==> src/rtl/spi_reg_pkg.sv <==
package spi_reg_pkg;
  localparam int DEF_ADDR_W = 6;
  localparam int DEF_DATA_W = 24;
  localparam int DEF_SYNC   = 2;

  typedef enum logic {
    DIR_WRITE = 1'b0,
    DIR_READ  = 1'b1
  } dir_e;
endpackage

==> src/rtl/spi_sync.sv <==
module spi_sync #(
  parameter int         W       = 1,
  parameter int         STAGES  = 2,
  parameter logic [W-1:0] RST_VAL = '0
) (
  input  logic         clk_i,
  input  logic         rst_ni,
  input  logic [W-1:0] d_i,
  output logic [W-1:0] q_o
);
  logic [W-1:0] st [STAGES];

  for (genvar s = 0; s < STAGES; s++) begin : g_stage
    if (s == 0) begin : g_first
      always_ff @(posedge clk_i or negedge rst_ni) begin
        if (!rst_ni) st[s] <= RST_VAL;
        else         st[s] <= d_i;
      end
    end else begin : g_next
      always_ff @(posedge clk_i or negedge rst_ni) begin
        if (!rst_ni) st[s] <= RST_VAL;
        else         st[s] <= st[s-1];
      end
    end
  end

  assign q_o = st[STAGES-1];
endmodule

==> src/rtl/spi_front.sv <==
module spi_front #(
  parameter int SYNC_STAGES = 2
) (
  input  logic clk_i,
  input  logic rst_ni,
  input  logic spi_csn_i,
  input  logic spi_sck_i,
  input  logic spi_mosi_i,
  output logic cs_act_o,
  output logic sck_rise_o,
  output logic sck_fall_o,
  output logic mosi_o
);
  logic [2:0] pins_s;
  logic       sck_q;

  spi_sync #(
    .W      (3),
    .STAGES (SYNC_STAGES),
    .RST_VAL(3'b100)
  ) i_sync (
    .clk_i (clk_i),
    .rst_ni(rst_ni),
    .d_i   ({spi_csn_i, spi_sck_i, spi_mosi_i}),
    .q_o   (pins_s)
  );

  always_ff @(posedge clk_i or negedge rst_ni) begin
    if (!rst_ni) sck_q <= 1'b0;
    else         sck_q <= pins_s[1];
  end

  assign cs_act_o   = ~pins_s[2];
  assign sck_rise_o = cs_act_o &  pins_s[1] & ~sck_q;
  assign sck_fall_o = cs_act_o & ~pins_s[1] &  sck_q;
  assign mosi_o     = pins_s[0];
endmodule

==> src/rtl/spi_rx.sv <==
module spi_rx #(
  parameter int CMD_W  = 8,
  parameter int DATA_W = 24,
  parameter int CNT_W  = 6
) (
  input  logic              clk_i,
  input  logic              rst_ni,
  input  logic              cs_act_i,
  input  logic              sck_rise_i,
  input  logic              mosi_i,
  output logic [CNT_W-1:0]  cnt_o,
  output logic              cmd_done_o,
  output logic [CMD_W-2:0]  cmd_o,
  output logic              word_done_o,
  output logic [DATA_W-1:0] word_o
);
  localparam int FRAME_W = CMD_W + DATA_W;
  localparam logic [CNT_W-1:0] CNT_FULL = CNT_W'(FRAME_W);
  localparam logic [CNT_W-1:0] CNT_CMD  = CNT_W'(CMD_W - 1);
  localparam logic [CNT_W-1:0] CNT_LAST = CNT_W'(FRAME_W - 1);

  logic [DATA_W-2:0] sh_q;
  logic [CNT_W-1:0]  cnt_q;
  logic              take;

  assign take = sck_rise_i && (cnt_q != CNT_FULL);

  always_ff @(posedge clk_i or negedge rst_ni) begin
    if (!rst_ni) begin
      cnt_q <= '0;
      sh_q  <= '0;
    end else if (!cs_act_i) begin
      cnt_q <= '0;
      sh_q  <= '0;
    end else if (take) begin
      cnt_q <= cnt_q + 1'b1;
      sh_q  <= {sh_q[DATA_W-3:0], mosi_i};
    end
  end

  // command bit 0 is reserved and never stored
  always_ff @(posedge clk_i or negedge rst_ni) begin
    if (!rst_ni) begin
      cmd_done_o  <= 1'b0;
      word_done_o <= 1'b0;
      cmd_o       <= '0;
      word_o      <= '0;
    end else begin
      cmd_done_o  <= take && (cnt_q == CNT_CMD);
      word_done_o <= take && (cnt_q == CNT_LAST);
      if (take && (cnt_q == CNT_CMD))  cmd_o  <= sh_q[CMD_W-2:0];
      if (take && (cnt_q == CNT_LAST)) word_o <= {sh_q, mosi_i};
    end
  end

  assign cnt_o = cnt_q;

  p_cnt_bound_r7: assert property (@(posedge clk_i) disable iff (!rst_ni)
    cnt_q <= CNT_FULL);
  p_cmd_pulse_r3: assert property (@(posedge clk_i) disable iff (!rst_ni)
    cmd_done_o |=> !cmd_done_o);
  p_cnt_restart_r5: assert property (@(posedge clk_i) disable iff (!rst_ni)
    !cs_act_i |=> (cnt_q == '0));
endmodule

==> src/rtl/spi_tx.sv <==
module spi_tx #(
  parameter int CMD_W  = 8,
  parameter int DATA_W = 24,
  parameter int CNT_W  = 6
) (
  input  logic              clk_i,
  input  logic              rst_ni,
  input  logic              cs_act_i,
  input  logic              sck_fall_i,
  input  logic [CNT_W-1:0]  cnt_i,
  input  logic              load_i,
  input  logic [DATA_W-1:0] load_data_i,
  output logic              miso_o
);
  localparam logic [CNT_W-1:0] CNT_DATA = CNT_W'(CMD_W);
  localparam logic [CNT_W-1:0] CNT_FULL = CNT_W'(CMD_W + DATA_W);

  logic [DATA_W-1:0] sh_q;
  logic              in_data;

  assign in_data = (cnt_i >= CNT_DATA) && (cnt_i < CNT_FULL);

  always_ff @(posedge clk_i or negedge rst_ni) begin
    if (!rst_ni) begin
      sh_q   <= '0;
      miso_o <= 1'b0;
    end else if (!cs_act_i) begin
      sh_q   <= '0;
      miso_o <= 1'b0;
    end else if (load_i) begin
      sh_q   <= load_data_i;
    end else if (sck_fall_i) begin
      if (in_data) begin
        miso_o <= sh_q[DATA_W-1];
        sh_q   <= {sh_q[DATA_W-2:0], 1'b0};
      end else begin
        miso_o <= 1'b0;
      end
    end
  end

  p_idle_low_r8: assert property (@(posedge clk_i) disable iff (!rst_ni)
    !cs_act_i |=> !miso_o);
  p_tail_low_r7: assert property (@(posedge clk_i) disable iff (!rst_ni)
    (cnt_i == CNT_FULL && sck_fall_i) |=> !miso_o);
endmodule

==> src/rtl/spi_reg_port.sv <==
module spi_reg_port
  import spi_reg_pkg::*;
#(
  parameter int ADDR_W      = DEF_ADDR_W,
  parameter int DATA_W      = DEF_DATA_W,
  parameter int SYNC_STAGES = DEF_SYNC
) (
  input  logic              clk_i,
  input  logic              rst_ni,
  input  logic              spi_csn_i,
  input  logic              spi_sck_i,
  input  logic              spi_mosi_i,
  output logic              spi_miso_o,
  output logic [ADDR_W-1:0] reg_addr_o,
  output logic              reg_rd_o,
  input  logic [DATA_W-1:0] reg_rdata_i,
  output logic              reg_wr_o,
  output logic [DATA_W-1:0] reg_wdata_o
);
  localparam int CMD_W   = ADDR_W + 2;
  localparam int FRAME_W = CMD_W + DATA_W;
  localparam int CNT_W   = $clog2(FRAME_W + 1);
  localparam logic [CNT_W-1:0] CNT_FULL = CNT_W'(FRAME_W);
  localparam logic [CNT_W-1:0] CNT_CMD  = CNT_W'(CMD_W);

  logic              cs_act, sck_rise, sck_fall, mosi_s;
  logic [CNT_W-1:0]  cnt;
  logic              cmd_done, word_done;
  logic [CMD_W-2:0]  cmd;
  logic [DATA_W-1:0] word;
  dir_e              dir_q;
  logic              rd_q, rd_d1, wr_q;
  logic [ADDR_W-1:0] addr_q;
  logic [DATA_W-1:0] wdata_q;

  spi_front #(.SYNC_STAGES(SYNC_STAGES)) i_front (
    .clk_i     (clk_i),
    .rst_ni    (rst_ni),
    .spi_csn_i (spi_csn_i),
    .spi_sck_i (spi_sck_i),
    .spi_mosi_i(spi_mosi_i),
    .cs_act_o  (cs_act),
    .sck_rise_o(sck_rise),
    .sck_fall_o(sck_fall),
    .mosi_o    (mosi_s)
  );

  spi_rx #(.CMD_W(CMD_W), .DATA_W(DATA_W), .CNT_W(CNT_W)) i_rx (
    .clk_i      (clk_i),
    .rst_ni     (rst_ni),
    .cs_act_i   (cs_act),
    .sck_rise_i (sck_rise),
    .mosi_i     (mosi_s),
    .cnt_o      (cnt),
    .cmd_done_o (cmd_done),
    .cmd_o      (cmd),
    .word_done_o(word_done),
    .word_o     (word)
  );

  // command decode and bank strobes
  always_ff @(posedge clk_i or negedge rst_ni) begin
    if (!rst_ni) begin
      dir_q   <= DIR_WRITE;
      addr_q  <= '0;
      rd_q    <= 1'b0;
      rd_d1   <= 1'b0;
      wr_q    <= 1'b0;
      wdata_q <= '0;
    end else begin
      rd_d1 <= rd_q;
      rd_q  <= cmd_done && cmd[CMD_W-2];
      wr_q  <= word_done && (dir_q == DIR_WRITE);
      if (cmd_done) begin
        dir_q  <= dir_e'(cmd[CMD_W-2]);
        addr_q <= cmd[CMD_W-3:0];
      end
      if (word_done && (dir_q == DIR_WRITE)) wdata_q <= word;
    end
  end

  spi_tx #(.CMD_W(CMD_W), .DATA_W(DATA_W), .CNT_W(CNT_W)) i_tx (
    .clk_i      (clk_i),
    .rst_ni     (rst_ni),
    .cs_act_i   (cs_act),
    .sck_fall_i (sck_fall),
    .cnt_i      (cnt),
    .load_i     (rd_d1),
    .load_data_i(reg_rdata_i),
    .miso_o     (spi_miso_o)
  );

  assign reg_addr_o  = addr_q;
  assign reg_rd_o    = rd_q;
  assign reg_wr_o    = wr_q;
  assign reg_wdata_o = wdata_q;

  p_rd_wr_excl_r9: assert property (@(posedge clk_i) disable iff (!rst_ni)
    !(rd_q && wr_q));
  p_wr_single_r4: assert property (@(posedge clk_i) disable iff (!rst_ni)
    wr_q |=> !wr_q);
  p_rd_single_r3: assert property (@(posedge clk_i) disable iff (!rst_ni)
    rd_q |=> !rd_q);
  p_wr_full_frame_r5: assert property (@(posedge clk_i) disable iff (!rst_ni)
    wr_q |-> ($past(cnt) == CNT_FULL));
  p_addr_hold_r2: assert property (@(posedge clk_i) disable iff (!rst_ni)
    (cs_act && cnt > CNT_CMD) |-> $stable(addr_q));
endmodule

==> config.mk <==
export PLATFORM = sky130hd
export DESIGN_NAME = spi_reg_port
export DESIGN_NICKNAME = d
export VERILOG_FILES = /design/src/rtl/spi_reg_pkg.sv /design/src/rtl/spi_sync.sv /design/src/rtl/spi_front.sv /design/src/rtl/spi_rx.sv /design/src/rtl/spi_tx.sv /design/src/rtl/spi_reg_port.sv
export SDC_FILE = /design/constraint.sdc
export NUM_CORES = 1
export LEC_CHECK = 0
export ABC_AREA = 1
export BUFFER_PORTS_ARGS = -buffer_cell sky130_fd_sc_hd__buf_2
export CORE_ASPECT_RATIO = 0.75
export CORE_MARGIN = 1
export CORE_UTILIZATION = 30
export DETAILED_ROUTE_END_ITERATION = 16
export SLEW_MARGIN = 20
export SYNTH_ARGS = -nofsm -noshare
export SYNTH_HDL_FRONTEND = slang
export SYNTH_SLANG_ARGS = --single-unit
==> constraint.sdc <==
create_clock -name clk_i -period 3.55 [get_ports clk_i]
set_input_delay 0 -clock clk_i [delete_from_list [all_inputs] [get_ports clk_i]]
set_output_delay 0 -clock clk_i [all_outputs]
set_load 0.02 [all_outputs]
==> results.yml, run 1 <==
synthesis:
  yosys-top-cells-area: "dfrtp_1 60%, nand2_1 14%, nand3_1 7.4%"
  async_reset_ff_frac: 1.000
  yosysWarnings: 0
  ys_seq_area_frac: 0.6116
  post-synth-top-count-cell: "nand2_1"
  ys_ff_latch: 128
  synth_cell_types: 25
  synth_area_mm2: 0.005241
  synth_nets: 612
  yosysTopAreaCellShare: 0.6016
  synth-edff-count: 0
  netlist_instances: 581
  synth_common_cells: "196 x nand2_1, 126 x dfrtp_1, 77 x nand3_1"
  synthFlopType: "dfrtp_1"
  yosysTopAreaCell: "dfrtp_1"
  syn_avg_cell_area_um2: 9.021
floorplanning:
  io_pins: 62
  floorplan.initialDensity: 0.3096
  core_mm2: 0.01693
  die-area_mm2: 0.01801
  die_h_um: 116.5
  dieWidth_um: 154.6
  rows: 41
place:
  gp_congestion: 0.7344
  dp_cells: 833
  dp_hpwl_mm: 6.752
  io_buffers: 61
worst_setup_path:
  critical_path.max_fanout: 46
  crit_path_end_kind: "flop"
  arrival_ns: 2.73
  cp.required_ns: 3.86
  start_kind: "flop"
  critPathKind: "flop to flop"
  reg2reg_slack_ns: 1.13
clock_tree:
  clock_path_buffers: 2
  cts_tree: "built"
  numCtsBuffers: 17
  htreeDepth: 4
  clockRootBuffer: "clkbuf_16"
  insertion_delay_ns: 0.42
  cts_sinks: 128
  cts_resized: 0
  clk_pin_slew_worst_paths_ns: 0.06
job:
  drv_cap: 0
sta:
  hold_slack_ns: 0.1717
  fin_tns_setup_ns: 0
  rsz0062_at_grt: "false"
  hold_violations: 0
  fin_crit_ns: 2.425
  fin_skew_ns: 0.01545
  worstMarginPinSlew_ns: 0.6974
  setup_viol: 0
  maxSlewViolCount: 0
  period_share: 0.6830
  max_freq_mhz: 412.4
  relSlewSlack: 0.5344
route:
  drc: 0
  finalWirelength_mm: 11.17
  via_count: 3946
  vias_per_cell: 4.419
  drt-pass1-iter-count: 4
  drtAntennaViolNets: 0
  routedWlPerCell_um: 12.50
  drt_iter0_markers: 275
grt:
  grt_usage: 0.1434
  antenna_found_initial: 0
  grt_pass1_vias: 3848
  grt_pass1_wl_mm: 19.86
  grt_overflow: 0
  grt_max_degree: 75
cells_and_area:
  final_util: 0.3941
  final_cells: 893
  layout-area-overhead-vs-synth_pct: 27.29
  drive_gt1_frac: 0.1726
  n_antenna_cell: 0
  final_nets: 696
worst_hold_path:
  holdCritPathClass: "input pin to async pin"
status:
  status: "complete, no violations"
power_and_ir_drop:
  p_leak_uw: 0.003380
  power.density_mw_per_mm2: 534.2
  ir_drop_uv: 246.8
-- kinds of logic after synthesis --
family                   synth area share
AO/OA/AOI/OAI                     0.06971
AND/OR/NAND/NOR                    0.2328
buffers and inverters             0.06660
XOR/XNOR                         0.001671
adder cells (fa/ha/maj)          0.004774
multiplexers                      0.01289
flip-flops                         0.6116
-- worst max-delay path: stages, from the launching register on --
cell,delay (ns)
dfstp_2,0.39
inv_2,0.33
nand2_1,0.11
nor2_2,0.17
nand2_1,0.10
inv_2,0.51
nand2_2,0.43
nand2_1,0.17
nand2_1,0.06
-- layout make-up --
class / instances / area [µm²]
Inverter: 50 / 187.7
Clock inverter: 13 / 234.0
Sequential cell: 128 / 3206
Clock buffer: 19 / 442.9
Timing Repair Buffer: 95 / 645.6
Tap cell: 215 / 269.0
Fill cell: 1676 / 10260
Multi-Input combinational cell: 373 / 1687
-- per-layer routing --
metal  part of all wire  up-vias  global-route usage
met5                  0        -                   0
met4             0.0099        0             0.04950
met3              0.051        8             0.05306
met2               0.40       92              0.1903
met1               0.54     1815              0.2109
li1                   -     2031                   -
-- registers in the layout, summed over array words and instances, names as in the netlist --
| signal | flops |
|---|---|
| i_tx.sh_q | 24 |
| reg_rd_o | 1 |
| i_rx.cnt_o | 6 |
| i_rx.cmd_o | 7 |
| i_rx.word_done_o | 1 |
| i_rx.cmd_done_o | 1 |
| i_front.i_sync.st | 3 |
| reg_wr_o | 1 |
| rd_d1 | 1 |
| i_tx.miso_o | 1 |
| reg_addr_o | 6 |
| reg_wdata_o | 24 |
| i_front.sck_q | 1 |
| dir_q | 1 |
| i_rx.word_o | 24 |
| i_front.i_sync.q_o | 3 |
| i_rx.sh_q | 23 |
-- per-stage QoR --
stage               cell area, µm²  total power, µW  setup WS (ns)
floorplan                     5241             1532          2.063
global placement              5714             1586          1.152
detailed placement            5714             1586          1.089
CTS                           6671             3614          1.060
global route                  6671             3701         0.7540
finish                        6671             3564          1.125
-- final timing paths --
path / start / cells past startpoint / to
max: i_front.i_sync.q_o[2] / 8 / i_rx.word_o[3]
min: rst_ni / 2 / i_tx.sh_q[16]
max in group asynchronous: rst_ni / 3 / reg_wr_o
min reg2reg: i_front.i_sync.st[3] / 0 / i_front.i_sync.q_o[0]
max reg2reg: i_front.i_sync.q_o[2] / 8 / i_rx.word_o[3]
min in group clk_i: spi_sck_i / 2 / i_front.i_sync.st[4]
-- power by group --
part / switching (µW) / total [µW] / leakage [µW] / internal [µW]
Sequential: 5.05 / 1470 / 0.00177 / 1470
Clock: 645 / 1980 / 0.000320 / 1340
Combinational: 70.8 / 110 / 0.00129 / 39.2
Total: 721 / 3560 / 0.00338 / 2840
-- timing repair --
item,CTS,global route
buffers inserted,0,0
hold buffers,28,0
endpoints found under the hold margin,79,0
-- cell usage in the layout, fill, tap and decap left out, drive strengths merged --
| cell type | synthesis | final |
|---|---|---|
| a21oi | 2 | 2 |
| buf | 17 | 67 |
| bufinv | 0 | 6 |
| clkbuf | 13 | 19 |
| clkinv | 0 | 3 |
| clkinvlp | 0 | 3 |
| dfrtp | 126 | 126 |
| dfstp | 2 | 2 |
| dlygate4sd3 | 0 | 28 |
| ha | 2 | 2 |
| inv | 50 | 51 |
| mux2 | 6 | 6 |
| nand2 | 198 | 198 |
| nand3 | 77 | 77 |
| nand4 | 1 | 1 |
| nor2 | 11 | 11 |
| nor3 | 4 | 4 |
| o21ai | 71 | 71 |
| xor2 | 1 | 1 |
Power figures use the tool's default switching activity.
==> run 2: changes to the inputs <==
- clock period: 3.55 -> 2.2 ns (I/O delays scaled with it)
==> results.yml, run 2 (synthesis results as in run 1) <==
power_and_ir_drop:
  switching_share: 0.2504
  p_leak_uw: 0.003348
  p_switching_uw: 1312
  pwr-share-comb: 0.034
  power.internal_uw: 3927
  power_frac_clock: 0.513
  power.density_mw_per_mm2: 796.4
  seqPwrFrac: 0.453
  ir_drop_uv: 407.0
floorplanning:
  core_mm2: 0.01693
  die_h_um: 116.5
  dieWidth_um: 154.6
  die-area_mm2: 0.01801
  floorplan.initialDensity: 0.3096
  io_pins: 62
  rows: 41
grt:
  antenna_found_initial: 0
  grt_overflow: 0
  grt_usage: 0.1383
  grt_pass1_vias: 3867
  grt_max_degree: 129
  grt_pass1_wl_mm: 19.31
clock_tree:
  numCtsBuffers: 17
  clock_path_buffers: 2
  cts_setup_buffers: 0
  htreeDepth: 4
  insertion_delay_ns: 0.42
  cts_sinks: 128
  cts_tree: "built"
  clk_pin_slew_worst_paths_ns: 0.06
  clockRootBuffer: "clkbuf_16"
place:
  dpl-instance-area_mm2: 0.005737
  io_buffers: 61
  dp_hpwl_mm: 6.749
  gp_congestion: 0.7696
sta:
  fin_crit_ns: 1.991
  rsz0062_at_grt: "false"
  period_share: 0.9050
  max_freq_mhz: 502.3
  maxSlewViolCount: 0
  hold_violations: 0
  relSlewSlack: 0.5371
  fin_skew_ns: 0.01043
  fin_tns_setup_ns: 0
  setup_viol: 0
  worstMarginPinSlew_ns: 0.6943
worst_setup_path:
  arrival_ns: 2.32
  critPathKind: "flop to flop"
  critical_path.max_fanout: 29
  rr_startpoint: "i_rx.cnt_o[3]"
  cp.required_ns: 2.53
  rr_endpoint: "i_rx.sh_q[6]"
  ff2ff_path_depth: 6
  crit_path_end_kind: "flop"
  reg2reg_slack_ns: 0.21
  start_kind: "flop"
job:
  drv_cap: 0
status:
  status: "complete, no violations"
route:
  drc: 0
  drtAntennaViolNets: 0
  routedWlPerCell_um: 12.47
  vias_per_cell: 4.413
  drt-pass1-iter-count: 5
  via_count: 3954
  drt_iter0_markers: 303
  finalWirelength_mm: 11.18
cells_and_area:
  drive_gt1_frac: 0.1777
  layout-area-overhead-vs-synth_pct: 25.52
  n_antenna_cell: 0
  layout_commonest_cell: "nand2_1"
  final_cell_area_mm2: 0.006579
  final_nets: 699
  mostFrequentLayoutCells: "196 x nand2_1, 126 x dfrtp_1, 77 x nand3_1"
worst_hold_path:
  holdCritPathClass: "input pin to async pin"
run 2: changes by cell type in the layout (fill, tap and decap cells not counted):
cell / delta
inv_8: +3
clkinv_4: -1
clkinv_2: -1
inv_6: +8
bufinv_16: -6
buf_4: +3
clkinvlp_4: -1
clkbuf_1: -1
clkbuf_8: -1
run 2: worst max-delay path, stage by stage (launching register included):
cell     delay, ns
dfrtp_1       0.44
nor2_1        0.21
nand3_1       0.16
nand2_1       0.13
buf_4         0.28
nand2_1       0.40
o21ai_0       0.28
run 2: routing by layer:
layer / wire, µm / vias to the layer above / part of all wire / global-route usage
li1: - / 2038 / - / -
met1: 6125 / 1830 / 0.55 / 0.2019
met2: 4489 / 74 / 0.40 / 0.1913
met3: 451 / 12 / 0.040 / 0.04193
met4: 110 / 0 / 0.0098 / 0.05149
met5: 0 / - / 0 / 0
run 2: what timing repair did:
item | CTS | global route
hold buffers | 28 | 0
resized for setup | 0 | 0
hold endpoints to repair | 153 | 0
run 2: layout make-up:
type / instances / area, µm²
clock buffers: 17 / 425.4
clock inverters: 15 / 136.4
fillers: 1699 / 10350
inverters: 50 / 187.7
multi-input cells: 373 / 1687
flip-flops and latches: 128 / 3206
well taps: 215 / 269.0
repair buffers: 98 / 668.1
run 2: how the worst max path moves through the flow:
stage	slack [ns]	endpoint	startpoint	cells after the start
2_1_floorplan	0.71	i_rx.word_o[6]	i_rx.cnt_o[0]	9
3_3_place_gp	0.31	i_rx.sh_q[4]	i_rx.cnt_o[3]	6
3_5_place_dp	0.25	i_rx.sh_q[6]	i_rx.cnt_o[3]	6
4_1_cts	0.23	i_rx.sh_q[6]	i_rx.cnt_o[3]	6
5_1_grt	0.03	i_rx.sh_q[4]	i_rx.cnt_o[3]	6
6_report	0.21	i_rx.sh_q[6]	i_rx.cnt_o[3]	6
run 2: power by group through the flow:
stage | registers (µW) | logic [µW] | clock network (µW)
3_5_place_dp | 2420 | 147 | 0
2_1_floorplan | 2410 | 57.1 | 0
6_report | 2370 | 180 | 2690
3_3_place_gp | 2420 | 146 | 0
4_1_cts | 2370 | 184 | 2750
5_1_grt | 2370 | 205 | 2860
run 2: metrics by stage:
| stage | cells | worst slack, ns | hold WS [ns] | total power (µW) | util |
|---|---|---|---|---|---|
| 2_1_floorplan | 581 | 0.7126 | -0.2956 | 2472 | - |
| 3_3_place_gp | 836 | 0.3120 | 0.1087 | 2562 | 0.3389 |
| 3_5_place_dp | 836 | 0.2452 | 0.1122 | 2564 | 0.3389 |
| 4_1_cts | 896 | 0.2312 | 0.2078 | 5303 | 0.3886 |
| 5_1_grt | 896 | 0.02585 | 0.2031 | 5442 | 0.3886 |
| 6_report | 896 | 0.2091 | 0.2125 | 5239 | 0.3886 |
==> run 3: changes to the inputs <==
- SLEW_MARGIN: 20 -> default
- SYNTH_HIERARCHICAL: default -> 1
==> results.yml, run 3 <==
sta:
  relSlewSlack: 0.5999
  period_share: 0.8351
  max_freq_mhz: 544.3
  fin_skew_ns: 0.009079
  hold_slack_ns: 0.1446
  setup_viol: 0
  rsz0062_at_grt: "false"
  fin_crit_ns: 1.837
  worstMarginPinSlew_ns: 0.6002
  fin_tns_setup_ns: 0
  maxSlewViolCount: 0
  hold_violations: 0
grt:
  grt_usage: 0.1355
  grt_pass1_vias: 4154
  grt_overflow: 0
  grt_pass1_wl_mm: 20.56
  antenna_found_initial: 0
  grt_max_degree: 48
synthesis:
  syn_avg_cell_area_um2: 8.721
  synth_cell_types: 26
  ys_ff_latch: 128
  synth_xor_xnor_area_share: 0
  yosysTopAreaCell: "dfrtp_1"
  synth_fa_ha_area_frac: 0.004469
  yosys-top-cells-area: "dfrtp_1 56%, nand2_1 16%, nand3_1 9.0%"
  async_reset_ff_frac: 1.000
  synthFlopType: "dfrtp_1"
  synth-simple-area-share: 0.2963
  synth_nets: 673
  synth_compound_area_frac: 0.04626
  synth-edff-count: 0
  synthMuxAreaShare: 0
  yosysTopAreaCellShare: 0.5631
  ys_seq_area_frac: 0.5725
  synth_common_cells: "236 x nand2_1, 126 x dfrtp_1, 101 x nand3_1"
  post-synth-top-count-cell: "nand2_1"
  yosysWarnings: 6
  synth_top_family_by_area: "simple AND/OR/NAND/NOR gates"
  synth_area_mm2: 0.005599
  netlist_instances: 642
clock_tree:
  clk_pin_slew_worst_paths_ns: 0.05
  clock_path_buffers: 2
  insertion_delay_ns: 0.41
  cts_sinks: 128
  clockRootBuffer: "clkbuf_16"
  htreeDepth: 4
  cts_setup_buffers: 0
  numCtsBuffers: 17
  cts_tree: "built"
job:
  drv_cap: 0
floorplanning:
  rows: 42
  floorplan.initialDensity: 0.3115
  core_mm2: 0.01797
  io_pins: 62
  die-area_mm2: 0.01922
  die_h_um: 120.3
  dieWidth_um: 159.8
worst_setup_path:
  crit_path_end_kind: "flop"
  critPathKind: "flop to flop"
  crit_family: "simple AND/OR/NAND/NOR gates"
  arrival_ns: 2.18
  worst-path-buf-inv: 3
  slowest_delay_ns: 0.36
  crit_chain: "inv_2, nand2_1, nor2_1, inv_2, nor2_2, nand3_2, inv_2, nand2_1, nand2_1"
  start_kind: "flop"
  cp.required_ns: 2.55
  critical_path.max_fanout: 18
  cp_slowest_cell: "dfstp_2"
cells_and_area:
  mostFrequentLayoutCells: "236 x nand2_1, 126 x dfrtp_1, 101 x nand3_1"
  layout_commonest_cell: "nand2_1"
  layout-area-overhead-vs-synth_pct: 23.20
  final_cells: 977
  final_cell_area_mm2: 0.006898
  final_nets: 754
  drive_gt1_frac: 0.1905
  fill_cells: 1861
  n_antenna_cell: 0
place:
  dp_hpwl_mm: 7.556
  dpl-instance-area_mm2: 0.006037
  io_buffers: 61
  dp_cells: 918
  gp_congestion: 0.7820
route:
  via_count: 4214
  drt_iter0_markers: 380
  routedWlPerCell_um: 12.12
  drc: 0
  drtAntennaViolNets: 0
  finalWirelength_mm: 11.84
  vias_per_cell: 4.313
  drt-pass1-iter-count: 5
worst_hold_path:
  holdCritPathClass: "input pin to async pin"
status:
  status: "complete, no violations"
power_and_ir_drop:
  p_leak_uw: 0.003686
  power.density_mw_per_mm2: 766.6
  power_uw: 5288
  ir_drop_uv: 521.6
==> run 3: cell count changes after synthesis, moves of 3 or more <==
cell,delta
nand2_2,+19
mux2_2,-6
clkbuf_1,-8
nand3_2,+3
nand2_1,+40
buf_4,+14
o21ai_0,-18
nand3_1,+24
o21ai_1,-4
inv_1,-8
==> run 3: metal layers <==
| metal | share of wire | wire [µm] | vias to the layer above | global-route usage |
|---|---|---|---|---|
| li1 | - | - | 2199 | - |
| met1 | 0.53 | 6218 | 1941 | 0.1939 |
| met2 | 0.42 | 5001 | 66 | 0.1908 |
| met3 | 0.043 | 507 | 8 | 0.04528 |
| met4 | 0.0097 | 115 | 0 | 0.04327 |
| met5 | 0 | 0 | - | 0 |
==> run 3: cells by family after synthesis <==
group                      count (synthesis)
and+or+nand+nor                          376
adders and majority gates                  2
AOI/OAI and AO/OA                         51
DFF                                      128
buffers and inverters                     85
==> run 3: path summary, 6_finish.rpt <==
path,from,end,slack [ns],depth (start not counted)
max in group asynchronous,rst_ni,i_front/i_sync/q_o[2],1.34,3
worst max register to register,i_front/i_sync/q_o[2],i_rx/word_o[13],0.36,9
min in group clk_i,spi_sck_i,i_front/i_sync/st[4],0.24,2
worst min register to register,i_front/i_sync/st[4],i_front/i_sync/q_o[1],0.35,0
worst max-delay path,i_front/i_sync/q_o[2],i_rx/word_o[13],0.36,9
worst min-delay path,rst_ni,i_rx/word_o[10],0.14,2
==> run 3: through the flow <==
stage	setup WS (ns)	utilization
finish	0.3627	0.3838
CTS	0.2618	0.3835
global placement	0.3422	0.3359
detailed placement	0.2750	0.3359
floorplan	0.6621	-
global route	0.09256	0.3838
==> run 3: power by group <==
group	switching, µW	internal [µW]
clock	954	1770
combinational	118	70.8
sequential	4.85	2370
total	1080	4210
==> run 3: cell type report <==
| cell class | count | area, µm² | area share |
|---|---|---|---|
| clock buffers | 25 | 495.5 | 0.07183 |
| flip-flops and latches | 128 | 3206 | 0.4647 |
| multi-input cells | 429 | 1948 | 0.2824 |
| clock inverters | 6 | 80.08 | 0.01161 |
| well taps | 242 | 302.8 | 0.04390 |
| inverters | 46 | 175.2 | 0.02539 |
| repair buffers | 101 | 690.7 | 0.1001 |
==> run 3: timing repair <==
item / CTS / global route
hold buffers: 28 / 0
hold endpoints to repair: 69 / 0
setup endpoints to repair: 0 / 1
resized for setup: 0 / 1
==> run 3: worst register-to-register path, stage by stage, from the launching register on <==
cell	delay (ns)
dfstp_2	0.36
inv_2	0.05
nand2_1	0.04
nor2_1	0.21
inv_2	0.09
nor2_2	0.13
nand3_2	0.33
inv_2	0.35
nand2_1	0.12
nand2_1	0.07
